`config.mk`:
```
export PLATFORM = sky130hd
export DESIGN_NAME = cmd_issue_ctrl
export DESIGN_NICKNAME = d
export VERILOG_FILES = /design/src/rtl/cmd_issue_ctrl.sv
export SDC_FILE = /design/constraint.sdc
export NUM_CORES = 1
export LEC_CHECK = 0
export BUFFER_PORTS_ARGS = -buffer_cell sky130_fd_sc_hd__buf_2
export CORE_AREA = 4 4 41 43
export DETAILED_ROUTE_END_ITERATION = 10
export DIE_AREA = 0 0 45 47
export GPL_TIMING_DRIVEN = 0
export PLACE_DENSITY = 0.57
export SYNTH_ARGS = -nofsm -noshare
export SYNTH_HDL_FRONTEND = slang
export SYNTH_SLANG_ARGS = --single-unit
```
`constraint.sdc`:
```
create_clock -name clk -period 3.6 [get_ports clk]
set_input_delay 0.36 -clock clk [delete_from_list [all_inputs] [get_ports clk]]
set_output_delay 0.36 -clock clk [all_outputs]
set_load 0.02 [all_outputs]
```
`src/rtl/cmd_issue_ctrl.sv`:
```
module cmd_issue_ctrl (
  input  logic       clk,
  input  logic       rst_n,
  input  logic       cmd_valid,
  input  logic       cmd_irq,
  input  logic       cmd_is_mark,
  input  logic       cmd_illegal,
  input  logic       dep_busy,
  input  logic       brk_req,
  input  logic       stop_req,
  input  logic       opnd_err,
  input  logic [4:0] clr_stat,
  input  logic       mask_mii,
  input  logic       mask_me0,
  input  logic       mask_me1,
  output logic       issue,
  output logic       drop,
  output logic [1:0] pstate,
  output logic       st_fbrk,
  output logic       st_stop,
  output logic       st_istall,
  output logic       st_err0,
  output logic       st_err1,
  output logic       st_int,
  output logic       irq_o
);
  localparam logic [1:0] PS_IDLE  = 2'b00;
  localparam logic [1:0] PS_WAIT  = 2'b01;
  localparam logic [1:0] PS_STALL = 2'b10;

  logic loop_q;
  logic blocked, attempt, raise, ill_err, er0_hit;

  assign blocked = st_fbrk | st_stop | st_istall;
  assign attempt = cmd_valid & ~blocked;
  assign raise   = attempt & cmd_irq & ~loop_q;
  assign ill_err = attempt & ~raise & cmd_illegal & ~mask_me1;
  assign drop    = attempt & ~raise & cmd_illegal & mask_me1;
  assign issue   = attempt & ~cmd_illegal & ~dep_busy & (~raise | cmd_is_mark);
  assign er0_hit = opnd_err & ~mask_me0;

  always_comb begin
    if (blocked)                                       pstate = PS_STALL;
    else if (attempt & ~raise & ~cmd_illegal & dep_busy) pstate = PS_WAIT;
    else                                               pstate = PS_IDLE;
  end

  logic int_n;
  assign int_n = raise | (st_int & ~clr_stat[3]);

  always_ff @(posedge clk or negedge rst_n) begin
    if (!rst_n) begin
      st_fbrk   <= 1'b0;
      st_stop   <= 1'b0;
      st_istall <= 1'b0;
      st_err0   <= 1'b0;
      st_err1   <= 1'b0;
      st_int    <= 1'b0;
      irq_o     <= 1'b0;
      loop_q    <= 1'b0;
    end else begin
      st_fbrk   <= brk_req | (st_fbrk & ~clr_stat[4]);
      st_stop   <= stop_req | (st_stop & ~clr_stat[4]);
      st_istall <= (raise & ~mask_mii) | ill_err | er0_hit | (st_istall & ~clr_stat[0]);
      st_err0   <= er0_hit | (st_err0 & ~clr_stat[1]);
      st_err1   <= ill_err | (st_err1 & ~clr_stat[2]);
      st_int    <= int_n;
      irq_o     <= int_n & ~st_int;
      loop_q    <= (issue | drop) ? 1'b0 : (raise | loop_q);
    end
  end
endmodule


```
After elaboration in Yosys (flattened, before gate mapping)
Cells that the tools add are included.
W data, S select, Z words.
{"block": "word_totals", "ff_bits": 8, "latchBits": 0, "ram_bits": 0, "romBits": 0, "input_bits": 18, "output_inout_bits": 11, "memories": 0}
{"block": "classes", "addsub": 0, "n_mul": 0, "div_mod_pow": 0, "n_lt_le_gt_ge": 0, "n_eq_ne": 0, "shifts": 0, "n_mux": 3, "n_bitwise": 48, "n_reduce_logical": 0}
{"op": "$and A1 B1 Y1", "count": 21}
{"op": "$not A1 Y1", "count": 14}
{"op": "$or A1 B1 Y1", "count": 13}
{"op": "$mux W1", "count": 2}
{"op": "$mux W2", "count": 1}

Longest topological paths before layout
{"block": "logic_depth", "depth_word": 13, "depth_mapped": 3, "ltp_nobuf": 3}

Worst setup path after synthesis
No wires, ideal clock.
{"block": "synth_timing", "path_kind": "register to output", "start": "register st_fbrk", "end": "output port issue", "arrival_time_ns": 1.732, "path_slack_ns": 1.508, "path_stages_with_launch": 3, "cell_sequence": "dfrtp_1 -> or4b_4 -> nor4_1"}
{"block": "synth_between", "elab_chain_len": 9}
{"element": "start: declaration", "line_no": "19", "rtl": "output logic st_fbrk,"}
{"element": "start signal: assignment", "line_no": "62", "rtl": "st_fbrk <= brk_req | (st_fbrk & ~clr_stat[4]);"}
{"element": "$or A1 B1 Y1 (*) (2 in series)", "line_no": "34", "rtl": "assign blocked = st_fbrk | st_stop | st_istall;"}
{"element": "$not A1 Y1 (*)", "line_no": "35", "rtl": "assign attempt = cmd_valid & ~blocked;"}
{"element": "$and A1 B1 Y1 (*)", "line_no": "35"}
{"element": "$and A1 B1 Y1 (2 in series)", "line_no": "36", "rtl": "assign raise = attempt & cmd_irq & ~loop_q;"}
{"element": "$not A1 Y1", "line_no": "39", "rtl": "assign issue = attempt & ~cmd_illegal & ~dep_busy & (~raise | cmd_is_mark);"}
{"element": "$or A1 B1 Y1", "line_no": "39"}
{"element": "$and A1 B1 Y1 (*)", "line_no": "39"}
{"element": "end: declaration", "line_no": "16", "rtl": "output logic issue,"}
Every way passes the cells marked *; elsewhere a longest branch is shown, timed or not.

Worst setup path in the final report
Same ends and word-level chain as after synthesis.

==> impl_metrics.py <==
metrics = {
    "run_status": {
        "status": "completed",
    },
    "final_layout": {
        "fin_util": 0.4462,
        "nNetsFinal": 92,
        "synthToLayoutAreaGrowth_pct": 49.20,
        "seq_area_um2": 200.2,
        "layout_common_cells": "28 x buf_2, 8 x dfrtp_1, 6 x inv_1",
        "drive_gt1_frac": 0.4722,
        "postLayoutCellArea_um2": 580.6,
        "layout_commonest_cell": "buf_2",
        "multi_input_area_um2": 158.9,
        "nFillCells": 142,
        "diodes": 0,
    },
    "worst_setup_path": {
        "cp.required_ns": 3.24,
        "cp.arrival_ns": 1.66,
        "critPathKind": "flop to output port",
        "cpMaxStageDelayCell": "or4b_4",
        "path_max_fanout": 4,
        "cp-start-kind": "flop",
        "path_cells": "or4b_4, nor4_1, buf_2",
        "max_stage_delay_ns": 0.57,
        "cp-end-kind": "output port",
    },
    "floorplan": {
        "num_rows": 13,
        "die_h_um": 47,
        "io_pins": 29,
        "start_util": 0.2990,
        "core_area_mm2": 0.001301,
        "die_area_mm2": 0.002115,
        "die_w_um": 45,
    },
    "global_routing": {
        "grt_antenna_before_repair": 0,
        "grt_max_degree": 9,
        "grt_pass1_wl_um": 1518,
        "grt_pass1_vias": 372,
        "overflow": 0,
        "grt_usage": 0.1048,
    },
    "drt": {
        "wl_per_cell_um": 10.94,
        "num_vias": 396,
        "wl_um": 952,
        "drt_first_iter_violations": 2,
        "route.antenna.remaining_nets": 0,
        "firstDrtPassIters": 2,
        "viasPerCell": 4.552,
        "drc": 0,
    },
    "synthesis": {
        "netlist_top_cells_area": "dfrtp_1 51%, inv_1 5.8%, nor2b_1 4.8%",
        "synth_fp_nets": 58,
        "yosys_warnings": 0,
        "synth-seq-cells": 8,
        "syn_inst": 40,
        "synth.largest_area_cell": "dfrtp_1",
        "yosysUniqueCellTypes": 21,
        "yosysSeqAreaShare": 0.5145,
        "async_reset_ff_frac": 1.000,
        "synth_top_area_share": 0.5145,
        "synth_flop_cell": "dfrtp_1",
        "syn-cell-area_um2": 389.1,
        "syn_area_per_cell_um2": 9.728,
        "synth_edf_count": 0,
    },
    "timing": {
        "slew_headroom": 0.7500,
        "setup_violations": 0,
        "post-route-min-period_ns": 2.021,
        "rsz0062_at_grt": "no",
        "whs_ns": 0.2783,
        "tns_ns": 0,
        "slew_violations": 0,
        "fmax_mhz": 494.8,
        "final-hold-violation-count": 0,
        "skew_ns": 0.003039,
        "period_share": 0.5614,
        "tightest_slew_ns": 0.3721,
    },
    "power": {
        "ir_drop_mv": 0.2203,
        "pwr_density_cell_mw_per_mm2": 366.8,
        "power.leakage_uw": 0.0003165,
    },
    "flow_run": {
        "drv_cap": 0,
    },
    "clocking": {
        "cts_buffer_depth": 2,
        "insertion_delay_ns": 0.25,
        "numCtsBuffers": 3,
        "cts_setup_buffers": 0,
        "path_clk_slew_ns": 0.05,
        "clock-root-buffer": "clkbuf_4",
        "cts_tree": "done",
        "cts.sinks": 8,
        "cts_htree_levels": 1,
    },
    "worst_hold_path": {
        "min_path_type": "input pin to flop",
    },
    "placement": {
        "hpwl_um": 808.8,
        "dpl_cell_area_um2": 548.0,
        "io_buffers": 28,
        "gp_congestion": 0.6445,
    },
}
## registers in the layout, indices dropped and copies added (netlist names)
register	count
irq_o	1
st_istall	1
st_err1	1
st_err0	1
st_stop	1
loop_q	1
st_fbrk	1
st_int	1
## logic make-up after synthesis
group | share of synthesized area
and+or+nand+nor | 0.2572
buffers and inverters | 0.07717
DFF | 0.5145
AOI/OAI and AO/OA | 0.1511
## through the flow
stage | instances | power [uW] | setup slack [ns]
floorplan | 40 | 127.0 | 1.508
global placement | 83 | 146.8 | 1.852
detailed placement | 83 | 146.9 | 1.834
CTS | 87 | 216.8 | 1.547
global route | 87 | 228.4 | 1.486
finish | 87 | 212.9 | 1.579
## critical path: cells and delay by family, from the launching register on
| family | cells | cell delay [ns] |
|---|---|---|
| and+or+nand+nor | 2 | 0.80 |
| buffers and inverters | 1 | 0.21 |
| DFF | 1 | 0.40 |
## timing repair
item,in CTS,in global routing
resized for setup,0,0
hold buffers,1,0
endpoints found under the hold margin,8,0
## final timing paths
path,start,end,slack (ns),cells past startpoint
min reg2reg,st_int,irq_o,0.46,1
max in group asynchronous,rst_n,st_int,2.96,2
max reg2reg,st_fbrk,loop_q,2.18,3
min in group asynchronous,rst_n,st_err0,0.48,2
min,clr_stat[3],st_int,0.28,2
max,st_fbrk,issue,1.58,3
## cell type report
type / instances / area share
buffer: 1 / 0.01293
clock buffer: 3 / 0.03879
inverter: 6 / 0.03879
multi-input combinational: 25 / 0.2737
sequential: 8 / 0.3448
tap: 15 / 0.03233
timing repair buffer: 29 / 0.2586
## synthesized netlist by cell type (2+ instances only)
cell type	instances
dfrtp_1	8
nor2b_1	3
inv_1	6
nor3b_1	2
o21ai_0	2
a21o_1	2
nor2_1	2
nor3_1	2
## power breakdown
part / total [uW] / internal [uW] / switching [uW]
combinational: 42.2 / 20.4 / 21.8
clock: 67.2 / 38.0 / 29.1
sequential: 104 / 97.8 / 5.76
## metal layers
metal	up-vias	part of all wire	track usage
met5	-	0	0
met4	0	0.0063	0.03509
met3	2	0.092	0.06897
met2	15	0.51	0.1751
met1	177	0.38	0.1061
li1	202	-	-
Note: power is estimated with default switching activity, not from simulation.
